$ cat src/rtl/trig_pkg.sv
`timescale 1ns/1ps
package trig_pkg;
    // low control-word field positions (decoded by the compare logic)
    localparam int F_LOAD     = 0;
    localparam int F_STORE    = 1;
    localparam int F_EXEC     = 2;
    localparam int F_CHAIN    = 11;
    localparam int F_ACT_LO   = 12;
    localparam int LOW_W      = 20;   // bits 19:0 writable
    localparam int CTL_LO_W   = 18;   // bits 17:0 seen by match logic
    localparam int ACT_W      = 6;
    localparam logic [3:0] TRIG_TYPE_VAL = 4'd2;

    typedef enum logic [1:0] {
        OP_FETCH = 2'd0,
        OP_LOAD  = 2'd1,
        OP_STORE = 2'd2,
        OP_IDLE  = 2'd3
    } acc_op_e;

    typedef enum logic [3:0] {
        MT_EQ      = 4'd0,
        MT_NAPOT   = 4'd1,
        MT_GE      = 4'd2,
        MT_LT      = 4'd3,
        MT_MASK_LO = 4'd4,
        MT_MASK_HI = 4'd5
    } match_e;
endpackage

$ cat src/rtl/trig_regfile.sv
`timescale 1ns/1ps
module trig_regfile
    import trig_pkg::*;
#(
    parameter int NTRIG   = 4,
    parameter int XLEN    = 32,
    parameter int SELW    = 3,
    parameter int MASKMAX = 31,
    localparam int IDXW   = (NTRIG > 1) ? $clog2(NTRIG) : 1
) (
    input  logic                              clk,
    input  logic                              rst_n,
    input  logic                              sel_wr_en,
    input  logic [SELW-1:0]                   sel_wr_data,
    input  logic                              cfg_wr_en,
    input  logic [XLEN-1:0]                   cfg_wr_data,
    input  logic                              cmp_wr_en,
    input  logic [XLEN-1:0]                   cmp_wr_data,
    output logic [XLEN-1:0]                   cfg_rd_data,
    output logic [XLEN-1:0]                   cmp_rd_data,
    output logic [NTRIG-1:0][CTL_LO_W-1:0]    ctl_lo,
    output logic [NTRIG-1:0][XLEN-1:0]        cmp_all
);
    localparam logic [XLEN-1:0] WR_MASK  = (XLEN'(1) << (XLEN-5)) | XLEN'((1 << LOW_W) - 1);
    localparam logic [XLEN-1:0] FIX_BITS = (XLEN'(TRIG_TYPE_VAL) << (XLEN-4))
                                         | (XLEN'(MASKMAX & 63) << (XLEN-11));

    typedef struct packed {
        logic [SELW-1:0]                sel;
        logic [NTRIG-1:0][XLEN-1:0]     cfg;
        logic [NTRIG-1:0][XLEN-1:0]     cmp;
    } rf_t;

    rf_t rf_d, rf_q;
    logic sel_ok;

    always_comb begin
        rf_d = rf_q;
        if (sel_wr_en) begin
            rf_d.sel = sel_wr_data;
        end
        for (int i = 0; i < NTRIG; i++) begin
            if (rf_q.sel == SELW'(i)) begin
                if (cfg_wr_en) begin
                    rf_d.cfg[i] = cfg_wr_data & WR_MASK;
                end
                if (cmp_wr_en) begin
                    rf_d.cmp[i] = cmp_wr_data;
                end
            end
        end
    end

    always_ff @(posedge clk or negedge rst_n) begin
        if (!rst_n) begin
            rf_q <= '0;
        end else begin
            rf_q <= rf_d;
        end
    end

    always_comb begin
        sel_ok      = (int'(rf_q.sel) < NTRIG);
        cfg_rd_data = '0;
        cmp_rd_data = '0;
        if (sel_ok) begin
            cfg_rd_data = rf_q.cfg[rf_q.sel[IDXW-1:0]] | FIX_BITS;
            cmp_rd_data = rf_q.cmp[rf_q.sel[IDXW-1:0]];
        end
    end

    for (genvar g = 0; g < NTRIG; g++) begin : g_view
        assign ctl_lo[g]  = rf_q.cfg[g][CTL_LO_W-1:0];
        assign cmp_all[g] = rf_q.cmp[g];
    end
endmodule

$ cat src/rtl/trig_cmp.sv
`timescale 1ns/1ps
module trig_cmp
    import trig_pkg::*;
#(
    parameter int XLEN = 32
) (
    input  logic [10:0]     ctl,
    input  logic [XLEN-1:0] cmp,
    input  logic [1:0]      op,
    input  logic [1:0]      priv,
    input  logic [XLEN-1:0] value,
    output logic            hit
);
    localparam int HALF = XLEN / 2;

    logic            op_en;
    logic            priv_en;
    logic            val_hit;
    logic [3:0]      priv_bits;
    logic [XLEN-1:0] napot_keep;
    logic [HALF-1:0] half_mask;

    always_comb begin
        unique case (acc_op_e'(op))
            OP_FETCH: op_en = ctl[F_EXEC];
            OP_LOAD:  op_en = ctl[F_LOAD];
            OP_STORE: op_en = ctl[F_STORE];
            default:  op_en = 1'b0;
        endcase
        priv_bits = ctl[6:3];
        priv_en   = priv_bits[priv];
    end

    // a bit is kept unless it and all bits below it are one in cmp
    always_comb begin : napot_p
        logic run;
        run = 1'b1;
        for (int j = 0; j < XLEN; j++) begin
            run           = run & cmp[j];
            napot_keep[j] = ~run;
        end
    end

    always_comb begin
        half_mask = cmp[XLEN-1:HALF];
        case (match_e'(ctl[10:7]))
            MT_EQ:      val_hit = (value == cmp);
            MT_NAPOT:   val_hit = (((value ^ cmp) & napot_keep) == '0);
            MT_GE:      val_hit = (value >= cmp);
            MT_LT:      val_hit = (value < cmp);
            MT_MASK_LO: val_hit = (((value[HALF-1:0] ^ cmp[HALF-1:0]) & half_mask) == '0);
            MT_MASK_HI: val_hit = (((value[XLEN-1:HALF] ^ cmp[HALF-1:0]) & half_mask) == '0);
            default:    val_hit = 1'b0;
        endcase
        hit = op_en & priv_en & val_hit;
    end
endmodule

$ cat src/rtl/trig_resolve.sv
`timescale 1ns/1ps
module trig_resolve
    import trig_pkg::*;
#(
    parameter int NTRIG = 4,
    localparam int IDXW = (NTRIG > 1) ? $clog2(NTRIG) : 1
) (
    input  logic [NTRIG-1:0]            hit,
    input  logic [NTRIG-1:0]            chain,
    input  logic [NTRIG-1:0][ACT_W-1:0] action,
    output logic                        fire,
    output logic [IDXW-1:0]             idx,
    output logic [ACT_W-1:0]            act
);
    always_comb begin : scan_p
        logic broken;
        fire   = 1'b0;
        idx    = '0;
        act    = '0;
        broken = 1'b0;
        for (int i = 0; i < NTRIG; i++) begin
            if (!fire) begin
                if (broken) begin
                    if (!chain[i]) begin
                        broken = 1'b0;   // chain ends here, next starts fresh
                    end
                end else if (hit[i]) begin
                    if (!chain[i]) begin
                        fire = 1'b1;
                        idx  = IDXW'(i);
                        act  = action[i];
                    end
                end else if (chain[i]) begin
                    broken = 1'b1;
                end
            end
        end
    end
endmodule

$ cat src/rtl/trig_match_unit.sv
`timescale 1ns/1ps
module trig_match_unit
    import trig_pkg::*;
#(
    parameter int NTRIG   = 4,
    parameter int XLEN    = 32,
    parameter int SELW    = 3,
    parameter int MASKMAX = 31,
    localparam int IDXW   = (NTRIG > 1) ? $clog2(NTRIG) : 1
) (
    input  logic             clk,
    input  logic             rst_n,
    input  logic             sel_wr_en,
    input  logic [SELW-1:0]  sel_wr_data,
    input  logic             cfg_wr_en,
    input  logic [XLEN-1:0]  cfg_wr_data,
    input  logic             cmp_wr_en,
    input  logic [XLEN-1:0]  cmp_wr_data,
    output logic [XLEN-1:0]  cfg_rd_data,
    output logic [XLEN-1:0]  cmp_rd_data,
    input  logic             acc_valid,
    input  logic [1:0]       acc_op,
    input  logic [1:0]       acc_priv,
    input  logic [XLEN-1:0]  acc_value,
    input  logic             cause_pending,
    output logic             hit_valid,
    output logic [IDXW-1:0]  hit_index,
    output logic [5:0]       hit_action
);
    typedef struct packed {
        logic             valid;
        logic [IDXW-1:0]  index;
        logic [ACT_W-1:0] action;
    } res_t;

    logic [NTRIG-1:0][CTL_LO_W-1:0] ctl_lo;
    logic [NTRIG-1:0][XLEN-1:0]     cmp_all;
    logic [NTRIG-1:0]               raw_hit;
    logic [NTRIG-1:0]               chain_bits;
    logic [NTRIG-1:0][ACT_W-1:0]    act_bits;
    logic                           fire;
    logic [IDXW-1:0]                fire_idx;
    logic [ACT_W-1:0]               fire_act;
    res_t                           res_d, res_q;

    trig_regfile #(
        .NTRIG(NTRIG), .XLEN(XLEN), .SELW(SELW), .MASKMAX(MASKMAX)
    ) regs_i (
        .clk(clk), .rst_n(rst_n),
        .sel_wr_en(sel_wr_en), .sel_wr_data(sel_wr_data),
        .cfg_wr_en(cfg_wr_en), .cfg_wr_data(cfg_wr_data),
        .cmp_wr_en(cmp_wr_en), .cmp_wr_data(cmp_wr_data),
        .cfg_rd_data(cfg_rd_data), .cmp_rd_data(cmp_rd_data),
        .ctl_lo(ctl_lo), .cmp_all(cmp_all)
    );

    for (genvar g = 0; g < NTRIG; g++) begin : g_trig
        assign chain_bits[g] = ctl_lo[g][F_CHAIN];
        assign act_bits[g]   = ctl_lo[g][F_ACT_LO +: ACT_W];
        trig_cmp #(.XLEN(XLEN)) cmp_i (
            .ctl(ctl_lo[g][10:0]), .cmp(cmp_all[g]),
            .op(acc_op), .priv(acc_priv), .value(acc_value),
            .hit(raw_hit[g])
        );
    end

    trig_resolve #(.NTRIG(NTRIG)) res_i (
        .hit(raw_hit), .chain(chain_bits), .action(act_bits),
        .fire(fire), .idx(fire_idx), .act(fire_act)
    );

    always_comb begin
        res_d       = '0;
        res_d.valid = acc_valid & ~cause_pending & fire;
        if (res_d.valid) begin
            res_d.index  = fire_idx;
            res_d.action = fire_act;
        end
    end

    always_ff @(posedge clk or negedge rst_n) begin
        if (!rst_n) begin
            res_q <= '0;
        end else begin
            res_q <= res_d;
        end
    end

    assign hit_valid  = res_q.valid;
    assign hit_index  = res_q.index;
    assign hit_action = res_q.action;
endmodule

$ cat config.mk
export PLATFORM = sky130hd
export DESIGN_NAME = trig_match_unit
export DESIGN_NICKNAME = d
export VERILOG_FILES = /design/src/rtl/trig_pkg.sv /design/src/rtl/trig_regfile.sv /design/src/rtl/trig_cmp.sv /design/src/rtl/trig_resolve.sv /design/src/rtl/trig_match_unit.sv
export SDC_FILE = /design/constraint.sdc
export NUM_CORES = 1
export LEC_CHECK = 0
export ABC_AREA = 1
export BUFFER_PORTS_ARGS = -buffer_cell sky130_fd_sc_hd__buf_4
export CAP_MARGIN = 20
export CORE_MARGIN = 2
export CORE_UTILIZATION = 55
export CTS_CLUSTER_DIAMETER = 100
export DETAILED_ROUTE_END_ITERATION = 12
export PLACE_DENSITY = 0.75
export SYNTH_ARGS = -nofsm -noshare
export SYNTH_HDL_FRONTEND = slang
export SYNTH_SLANG_ARGS = --single-unit
$ cat constraint.sdc
create_clock -name clk -period 3.9 [get_ports clk]
set_input_delay 0.39 -clock clk [delete_from_list [all_inputs] [get_ports clk]]
set_output_delay 0.39 -clock clk [all_outputs]
set_load 0.05 [all_outputs]
# Word level (Yosys, flattened, before mapping)
# Cells that the tools add are included.
totals:
  reg_bits: 224
  input_bits: 110
  output_inout_bits: 73
  word_cells: 438
op_classes:
  n_lt_le_gt_ge: 11
  n_eq_ne: 29
  mux: 73
  n_bitwise: 287
  n_reduce_logical: 26
op_table:
  columns: ["cell", "count"]
  rows:
  - ["$and A1 B1 Y1", 134]
  - ["$not A1 Y1", 129]
  - ["$and A16 B16 Y16", 8]
  - ["$and A32 B32 Y32", 4]
  - ["$bmux W32 S2", 2]
  - ["$eq A32 B32 Y1", 4]
  - ["$ge A32 B32 Y1", 4]
  - ["$logic_not A16 Y1", 8]
  - ["$logic_not A32 Y1", 4]
  - ["$lt A32 B32 Y1", 4]
  - ["$mux W32", 4]
  - ["$xor A16 B16 Y16", 8]
  - ["$xor A32 B32 Y32", 4]
  - ["$mux W6", 14]
  - ["$eq A4 B2 Y1 const B", 8]
  - ["$eq A4 B3 Y1 const B", 8]
  - ["$mux W1", 29]
  - ["$pmux W1 S6", 4]
  - ["$mux W2", 11]
  - ["$eq A4 B1 Y1 const B", 4]
  - ["$logic_not A4 Y1", 4]
  - ["$reduce_and A2 Y1", 8]
  - ["$pmux W1 S3", 4]
  - ["$bmux W1 S2", 4]
  - ["9 further kinds", 11]

# Logic depth before layout (Yosys ltp)
# Gate-level depths: netlist of the first run.
depth:
  depth_word: 50
  depth_mapped: 32
  mapped_depth_nobuf: 32

# By module
# Synthesis of the first run repeated with hierarchy kept, for this count alone.
unflattened:
  cells_unflattened: 2856
  hier_area_um2: 19701.4
modules_own_cells:
  columns: ["module", "n_inst", "cells_each", "area_per_inst_um2", "seq_area_each_um2"]
  rows:
  - ["trig_regfile", 1, 1564, 12021.5, 5380.2]
  - ["trig_cmp", 4, 295, 1736.7, 0.0]
  - ["trig_resolve", 1, 84, 422.9, 0.0]
  - ["trig_match_unit", 1, 28, 310.3, 225.2]

# Worst setup path before layout of the first run
# No wires, ideal clock.
synth_timing:
  path_type: "reg2reg"
  start: "reg regs_i.rf_q, in the netlist regs_i.cmp_all[1]"
  end: "reg res_q, in the netlist hit_action[0]"
  setup_time_ns: 0.121
  t_arrival_ns: 3.041
  required_ns: 3.779
  slack_ns: 0.738
  path_stages_with_launch: 21
  path_buffers: 0
  period_less_slack_ns: 3.162
  cell_sequence: "dfrtp_1 -> inv_1 -> ha_1 -> inv_1 -> o21bai_1 -> a221oi_1 -> o221ai_1 -> nand2_1 -> o2111ai_1 -> a21boi_0 -> or2b_2 -> a221oi_1 -> nand2_2 -> nand2_2 -> nand2_4 -> nand2_4 -> nand2_8 -> a21oi_4 -> nand2_4 -> nand2_4 -> a21oi_2"
synth_rtl:
  columns: ["element", "line", "text"]
  rows:
  - ["from (decl)", "trig_regfile.sv:34", "rf_t rf_d, rf_q;"]
  - ["from (signal assigned)", "trig_regfile.sv:58", "rf_q <= rf_d;"]
  - ["to (signal assigned)", "trig_match_unit.sv:85", "res_q <= res_d;"]
  - ["to (decl)", "trig_match_unit.sv:44", "res_t res_d, res_q;"]

==> results.json, run 1 <==
{
  "power.share.clock_pct": 21.3,
  "yosysMostFrequentCell": "nand2_1",
  "r2r_slack_ns": -0.25,
  "yosys-top-cells-count": "nand2_1 (406), inv_1 (331), o21ai_0 (317), dfrtp_1 (224), a21oi_1 (136)",
  "hpwl_um": 53640,
  "synth_area_sq_um": 16460,
  "cts.htree.levels": 1,
  "fin_nets": 2743,
  "holdCritStartpoint": "sel_wr_data[2]",
  "syn2layout_area_growth_pct": 22.82,
  "cp_slowest_cell": "dfrtp_1",
  "crit_family": "simple AND/OR/NAND/NOR gates",
  "port_buffers": 166,
  "slew_viol_final": 0,
  "drt_iter0_drc": 2349,
  "final_layout_size_suffix_gt1_share_pct": 19.71,
  "layout.cells.non_filler": 2914,
  "synth_cell_types": 60,
  "hold_viol_final": 0,
  "p_int_mw": 6.322,
  "grt_first_pass_wirelength_um": 102900,
  "ys_ff_latch": 224,
  "pre_cts_slack_ns": -0.6413,
  "peakVddDrop_v": 0.0004965,
  "cts.sink_count": 224,
  "synth_top_area_cell": "dfrtp_1",
  "worst_setup_path_end_kind": "flip-flop",
  "routed_wl_um": 69490,
  "start_kind": "flip-flop",
  "cts_buffers": 26,
  "swShare_pct": 46.21,
  "worstPathRequired_ns": 4.37,
  "fin_skew_ns": 0.02251,
  "ff2ff_path_depth": 26,
  "violations": "negative setup slack",
  "core.rowCount": 63,
  "track_usage_pct": 44.18,
  "cts_tree": "done",
  "worstHoldEndpoint": "regs_i.rf_q[258]$_DFFE_PN0P_",
  "total_power_mw": 11.75,
  "setup_tns_ns": -2.011,
  "avgViaCountPerCell": 6.266,
  "path_buf_inv": 0,
  "seqPwrFrac_pct": 32.0,
  "ys_async_sr_fraction_pct": 100.0,
  "crit_top_cell": "nor2_2",
  "clock_path_buffers": 3,
  "path_clk_slew_ns": 0.06,
  "antenna_found_initial": 3,
  "synth-edff-count": 0,
  "powerDensity_nw_per_um2": 581.2,
  "yosys_warnings": 0,
  "synth_top_area_share_pct": 34.05,
  "slew-limit-headroom_pct": 50.99,
  "final.period_utilization_pct": 106.3,
  "power.switching_mw": 5.431,
  "core_sq_um": 29560,
  "grt_max_degree": 86,
  "wire_per_inst_um": 23.85,
  "place_area_sq_um": 19120,
  "grt_overflow": 0,
  "rr_endpoint": "hit_index[1]$_DFF_PN0_",
  "grt_pass1_vias": 16950,
  "max_stage_delay_ns": 0.43,
  "cts_root_buf": "clkbuf_16",
  "hp-class": "input port to flip-flop",
  "die_w_um": 177.0,
  "clk-insertion-delay-late_ns": 0.56,
  "cp.arrival_ns": 4.61,
  "netlist_instances": 2217,
  "outcome": "finished, violations left",
  "place_congestion": 1.081,
  "ant_nets": 0,
  "design_area_sq_um": 20220,
  "r2r_start": "regs_i.cmp_all[33]$_DFFE_PN0P_",
  "post_synth_main_area_contributors": "dfrtp_1 (34%), ha_1 (10%), o21ai_0 (9.6%)",
  "drv_cap": 0,
  "hold_depth": 3,
  "ys.flop_type": "dfrtp_1",
  "die_h_um": 177.0,
  "firstDrtPassIters": 6,
  "dieArea_sq_um": 31330,
  "start_util_pct": 55.70,
  "worst_slew_pin_slew_ns": 0.7352,
  "fmax_mhz": 241.2,
  "io_pins": 183,
  "seq_area_frac_synth_pct": 34.05,
  "vias": 18260,
  "path_class": "flip-flop to flip-flop",
  "p_comb_share_pct": 46.8,
  "cp_max_fo": 8,
  "rsz0062_at_grt": "yes",
  "worst_slack_ns": -0.2465,
  "syn_area_per_cell_sq_um": 7.426,
  "dpl.cell_count": 2856,
  "leakage_nw": 9.968,
  "fin_crit_ns": 4.147,
  "drc": 0,
  "setup_viol_count_final": 9
}
## registers in the layout (all words and copies together), names as in the netlist
signal and flops:
hit_valid 1, regs_i.cmp_all 128, regs_i.ctl_lo 72, hit_action 6
hit_index 2, regs_i.rf_q 15
## worst max path at each step
stage	cells after the start	from	slack (ns)	endpoint
2_1_floorplan	20	regs_i.cmp_all[1]$_DFFE_PN0P_	0.74	hit_action[0]$_DFF_PN0_
3_3_place_gp	26	acc_value[31]	-0.55	hit_action[4]$_DFF_PN0_
3_5_place_dp	26	acc_value[31]	-0.64	hit_action[5]$_DFF_PN0_
4_1_cts	26	regs_i.cmp_all[64]$_DFFE_PN0P_	-0.16	hit_action[5]$_DFF_PN0_
5_1_grt	27	regs_i.cmp_all[64]$_DFFE_PN0P_	-0.45	hit_action[1]$_DFF_PN0_
6_report	26	regs_i.cmp_all[33]$_DFFE_PN0P_	-0.25	hit_index[1]$_DFF_PN0_
## cell usage in the layout (no fill, tap or decap), drive strengths merged, types with 6 or more instances in the layout
cell type / instances
ha: 132
nand4: 76
nor2: 160
clkinv: 9
nor4: 12
o22ai: 61
o2111ai: 9
dfrtp: 224
buf: 331
a221oi: 48
a31oi: 17
a21oi: 144
o21bai: 13
o21ai: 320
or2: 6
nor3: 30
clkbuf: 33
o211ai: 11
nand3: 57
a22oi: 14
inv: 335
nand2: 426
## metrics by stage
step           util [%]  hold WS (ns)
3_5_place_dp      64.69        0.4093
2_1_floorplan         -       0.09441
4_1_cts           68.06       0.03137
3_3_place_gp      64.69        0.3946
6_report          68.41       0.03463
5_1_grt           68.38       0.06326
## power by group through the flow
stage / combinational (mW) / clock (mW) / sequential [mW]
after floorplan: 3.14 / 0 / 3.49
after global routing: 5.95 / 2.60 / 3.81
after CTS: 5.28 / 2.50 / 3.68
after global placement: 5.15 / 0 / 3.69
final: 5.50 / 2.50 / 3.76
after detailed placement: 5.21 / 0 / 3.71
## per-layer routing
layer  wire, um  up-vias  track usage, %
met2      29530     1282           65.82
met1      27080     8475           58.39
li1           -     8240               -
met4       4272        2           23.00
met3       8596      260           12.48
met5         16        -               0
## timing repair
action | in CTS | in global routing
buffers inserted | 3 | 3
gates resized for setup | 19 | 17
endpoints found under the hold margin | 72 | 0
hold buffers | 1 | 0
pin swaps | 13 | 20
endpoints found under the setup margin | 9 | 9
cloned | 0 | 0
## cell type report
| type | count | area, sq um |
|---|---|---|
| Inverter | 334 | 1259 |
| Antenna cell | 3 | 7.507 |
| Timing Repair Buffer | 332 | 2526 |
| Clock buffer | 33 | 716.9 |
| Clock inverter | 15 | 151.4 |
| Sequential cell | 224 | 5609 |
| Multi-Input combinational cell | 1583 | 9463 |
| Tap cell | 390 | 488.0 |
| Fill cell | 2531 | 9339 |
## cells by family after synthesis
group / count (synthesis) / share of synthesized area [%]
other: 1 / 0.02278
adders and majority gates: 132 / 10.03
DFF: 224 / 34.05
buffers and inverters: 414 / 9.682
xor gates and xnor gates: 2 / 0.1064
AOI/OAI and AO/OA: 666 / 23.62
and+or+nand+nor: 778 / 22.49
## tightest hold or removal path: cells and delay by family
kind | cells | cell delay [ns]
compound gates | 1 | 0.05
buf+inv | 1 | 0.08
simple gates | 1 | 0.03
No activity file was read; power rests on OpenSTA's default activity.
==> run 2, diff against run 1 <==
--- a/config.mk
+++ b/config.mk
@@ -10,9 +10,10 @@
 export CAP_MARGIN = 20
 export CORE_MARGIN = 2
 export CORE_UTILIZATION = 55
+export CTS_BUF_LIST = sky130_fd_sc_hd__clkbuf_16
 export CTS_CLUSTER_DIAMETER = 100
 export DETAILED_ROUTE_END_ITERATION = 12
-export PLACE_DENSITY = 0.75
+export PLACE_DENSITY_LB_ADDON = 0.3
 export SYNTH_ARGS = -nofsm -noshare
 export SYNTH_HDL_FRONTEND = slang
 export SYNTH_SLANG_ARGS = --single-unit
==> run 2 against run 1 <==
  * The run still ends with negative setup slack left
  * Maximum frequency rose by 2.5%
  * Final area rose by 3.1%
  * Worst setup slack improved by 0.10 ns
  * Total power rose by 2.1%
  * Global-route usage rose by 1.3 points
  * Count of clock-buffer cells in the layout fell by 6
  * Register-to-register slack improved by 0.10 ns
  * Largest cell class unchanged
  * Highest routed layer is now met4
==> results.json, run 2 (synthesis results as in run 1) <==
{
  "outcome": "finished, violations left",
  "violations": "negative setup slack",
  "regArea_sq_um": 5608,
  "seqPwrFrac_pct": 31.0,
  "swShare_pct": 46.59,
  "drv_cap": 0,
  "final_common_cell": "nand2_1",
  "p_comb_share_pct": 48.5,
  "io_pins": 183,
  "worstPathRequired_ns": 4.38,
  "drt_iter0_drc": 2551,
  "nFillCells": 2471,
  "worst_slew_pin_slew_ns": 0.8245,
  "cts.sink_count": 224,
  "slew-limit-headroom_pct": 44.45,
  "core_sq_um": 29560,
  "path_depth": 27,
  "final_layout_size_suffix_gt1_share_pct": 21.75,
  "pre_cts_slack_ns": -0.3651,
  "rr_endpoint": "hit_action[4]$_DFF_PN0_",
  "fin_crit_ns": 4.044,
  "fin_skew_ns": 0.01811,
  "syn2layout_area_growth_pct": 26.64,
  "crit_top_cell": "nand2_4",
  "path_class": "flip-flop to flip-flop",
  "largest_reg_flops": 128,
  "worstHoldEndpoint": "regs_i.rf_q[256]$_DFFE_PN0P_",
  "firstDrtPassIters": 10,
  "hold_viol_final": 0,
  "die_w_um": 177.0,
  "grt_pass1_vias": 17270,
  "powerDensity_nw_per_um2": 575.8,
  "max_stage_delay_ns": 0.39,
  "final_cell_mix": "nand2_1 (401), buf_4 (386), inv_1 (331)",
  "critPathLaunch": "regs_i.cmp_all[1]$_DFFE_PN0P_",
  "power.switching_mw": 5.593,
  "fmax_mhz": 247.3,
  "vias": 18520,
  "clock_path_buffers": 3,
  "ff2ff_path_depth": 27,
  "start_kind": "flip-flop",
  "fin_nets": 2810,
  "path_clk_slew_ns": 0.06,
  "cts_root_buf": "clkbuf_16",
  "dieArea_sq_um": 31330,
  "r2r_slack_ns": -0.14,
  "rsz0062_at_grt": "yes",
  "crit_family": "simple AND/OR/NAND/NOR gates",
  "cts_tree": "done",
  "setup_viol_count_final": 9,
  "grt_first_pass_wirelength_um": 106000,
  "track_usage_pct": 45.52,
  "r2r_start": "regs_i.cmp_all[1]$_DFFE_PN0P_",
  "cp.arrival_ns": 4.53,
  "final.period_utilization_pct": 103.7,
  "start_util_pct": 55.70,
  "ant_nets": 0,
  "drc": 0,
  "peakVddDrop_v": 0.0004213,
  "hp-class": "input port to flip-flop",
  "place_congestion": 1.106,
  "p_int_mw": 6.411,
  "antenna_found_initial": 4,
  "cts_buffers": 27,
  "cp_slowest_cell": "dfrtp_1",
  "wire_per_inst_um": 24.00,
  "worst_slack_ns": -0.1442,
  "grt_max_degree": 99,
  "core.rowCount": 63,
  "hold_depth": 3,
  "slew_viol_final": 0,
  "path_buf_inv": 1,
  "avgViaCountPerCell": 6.208,
  "multiInputGateArea_sq_um": 9554,
  "grt_overflow": 0,
  "clk-insertion-delay-late_ns": 0.57,
  "worst_setup_path_end_kind": "flip-flop",
  "routed_wl_um": 71590,
  "cp_max_fo": 8,
  "port_buffers": 166,
  "leakage_nw": 10.35,
  "setup_tns_ns": -0.9851,
  "total_power_mw": 12.00,
  "power.share.clock_pct": 20.5,
  "holdCritStartpoint": "sel_wr_data[0]",
  "hpwl_um": 55670,
  "cts.htree.levels": 1,
  "die_h_um": 177.0
}
[run 2: cell types whose count changed in the layout (fill, tap and decap cells not counted), moves of 5 or more]
cell	before	now
inv_1	326	331
clkinv_1	0	5
nor2_4	17	26
buf_12	1	6
nor2_2	18	9
buf_4	326	386
[run 2: power by group through the flow]
stage / sequential, mW / combinational (mW) / clock (mW)
final: 3.72 / 5.82 / 2.46
after global routing: 3.79 / 6.26 / 2.53
after CTS: 3.66 / 5.59 / 2.46
after detailed placement: 3.68 / 5.51 / 0
after global placement: 3.65 / 5.45 / 0
after floorplan: 3.49 / 3.14 / 0
[run 2: routing by layer]
layer,routed length (um),GRT usage (%),up-vias
li1,-,-,8361
met1,27590,59.59,8628
met2,31180,69.16,1277
met3,7991,11.19,252
met4,4830,24.97,0
met5,0,0,-
[run 2: stage by stage]
| stage | std cells | cell area [sq um] | hold slack, ns | utilization (%) |
|---|---|---|---|---|
| floorplan | 2221 | 16480 | 0.09441 | - |
| global placement | 2911 | 19600 | 0.4668 | 66.30 |
| detailed placement | 2911 | 19600 | 0.4725 | 66.30 |
| CTS | 2973 | 20680 | 0.01413 | 69.96 |
| global route | 2979 | 20840 | 0.03107 | 70.50 |
| finish | 2983 | 20850 | 0.02964 | 70.53 |
[run 2: how the worst max path moves through the flow]
stage / endpoint / slack (ns)
finish: hit_action[4]$_DFF_PN0_ / -0.14
global route: hit_action[2]$_DFF_PN0_ / -0.34
CTS: hit_action[4]$_DFF_PN0_ / 0.004
detailed placement: hit_action[4]$_DFF_PN0_ / -0.37
global placement: hit_action[5]$_DFF_PN0_ / -0.28
floorplan: hit_action[0]$_DFF_PN0_ / 0.74
[run 2: area by class of cell]
type | instances | area share, %
multi-input combinational | 1583 | 45.83
sequential | 224 | 26.90
timing repair buffer | 398 | 14.81
inverter | 334 | 6.025
clock buffer | 27 | 3.241
tap | 390 | 2.341
clock inverter | 23 | 0.8102
antenna | 4 | 0.04801
[run 2: what timing repair did]
action,in CTS,in global routing
resized for setup,32,23
hold endpoints to repair,95,0
setup buffers,13,6
hold buffers,1,0
pin swaps,15,20
endpoints found under the setup margin,9,9
[run 2: tightest hold or removal path, cell delays in order]
cell,delay (ns)
buf_4,0.08
nand2_1,0.04
o21ai_0,0.05
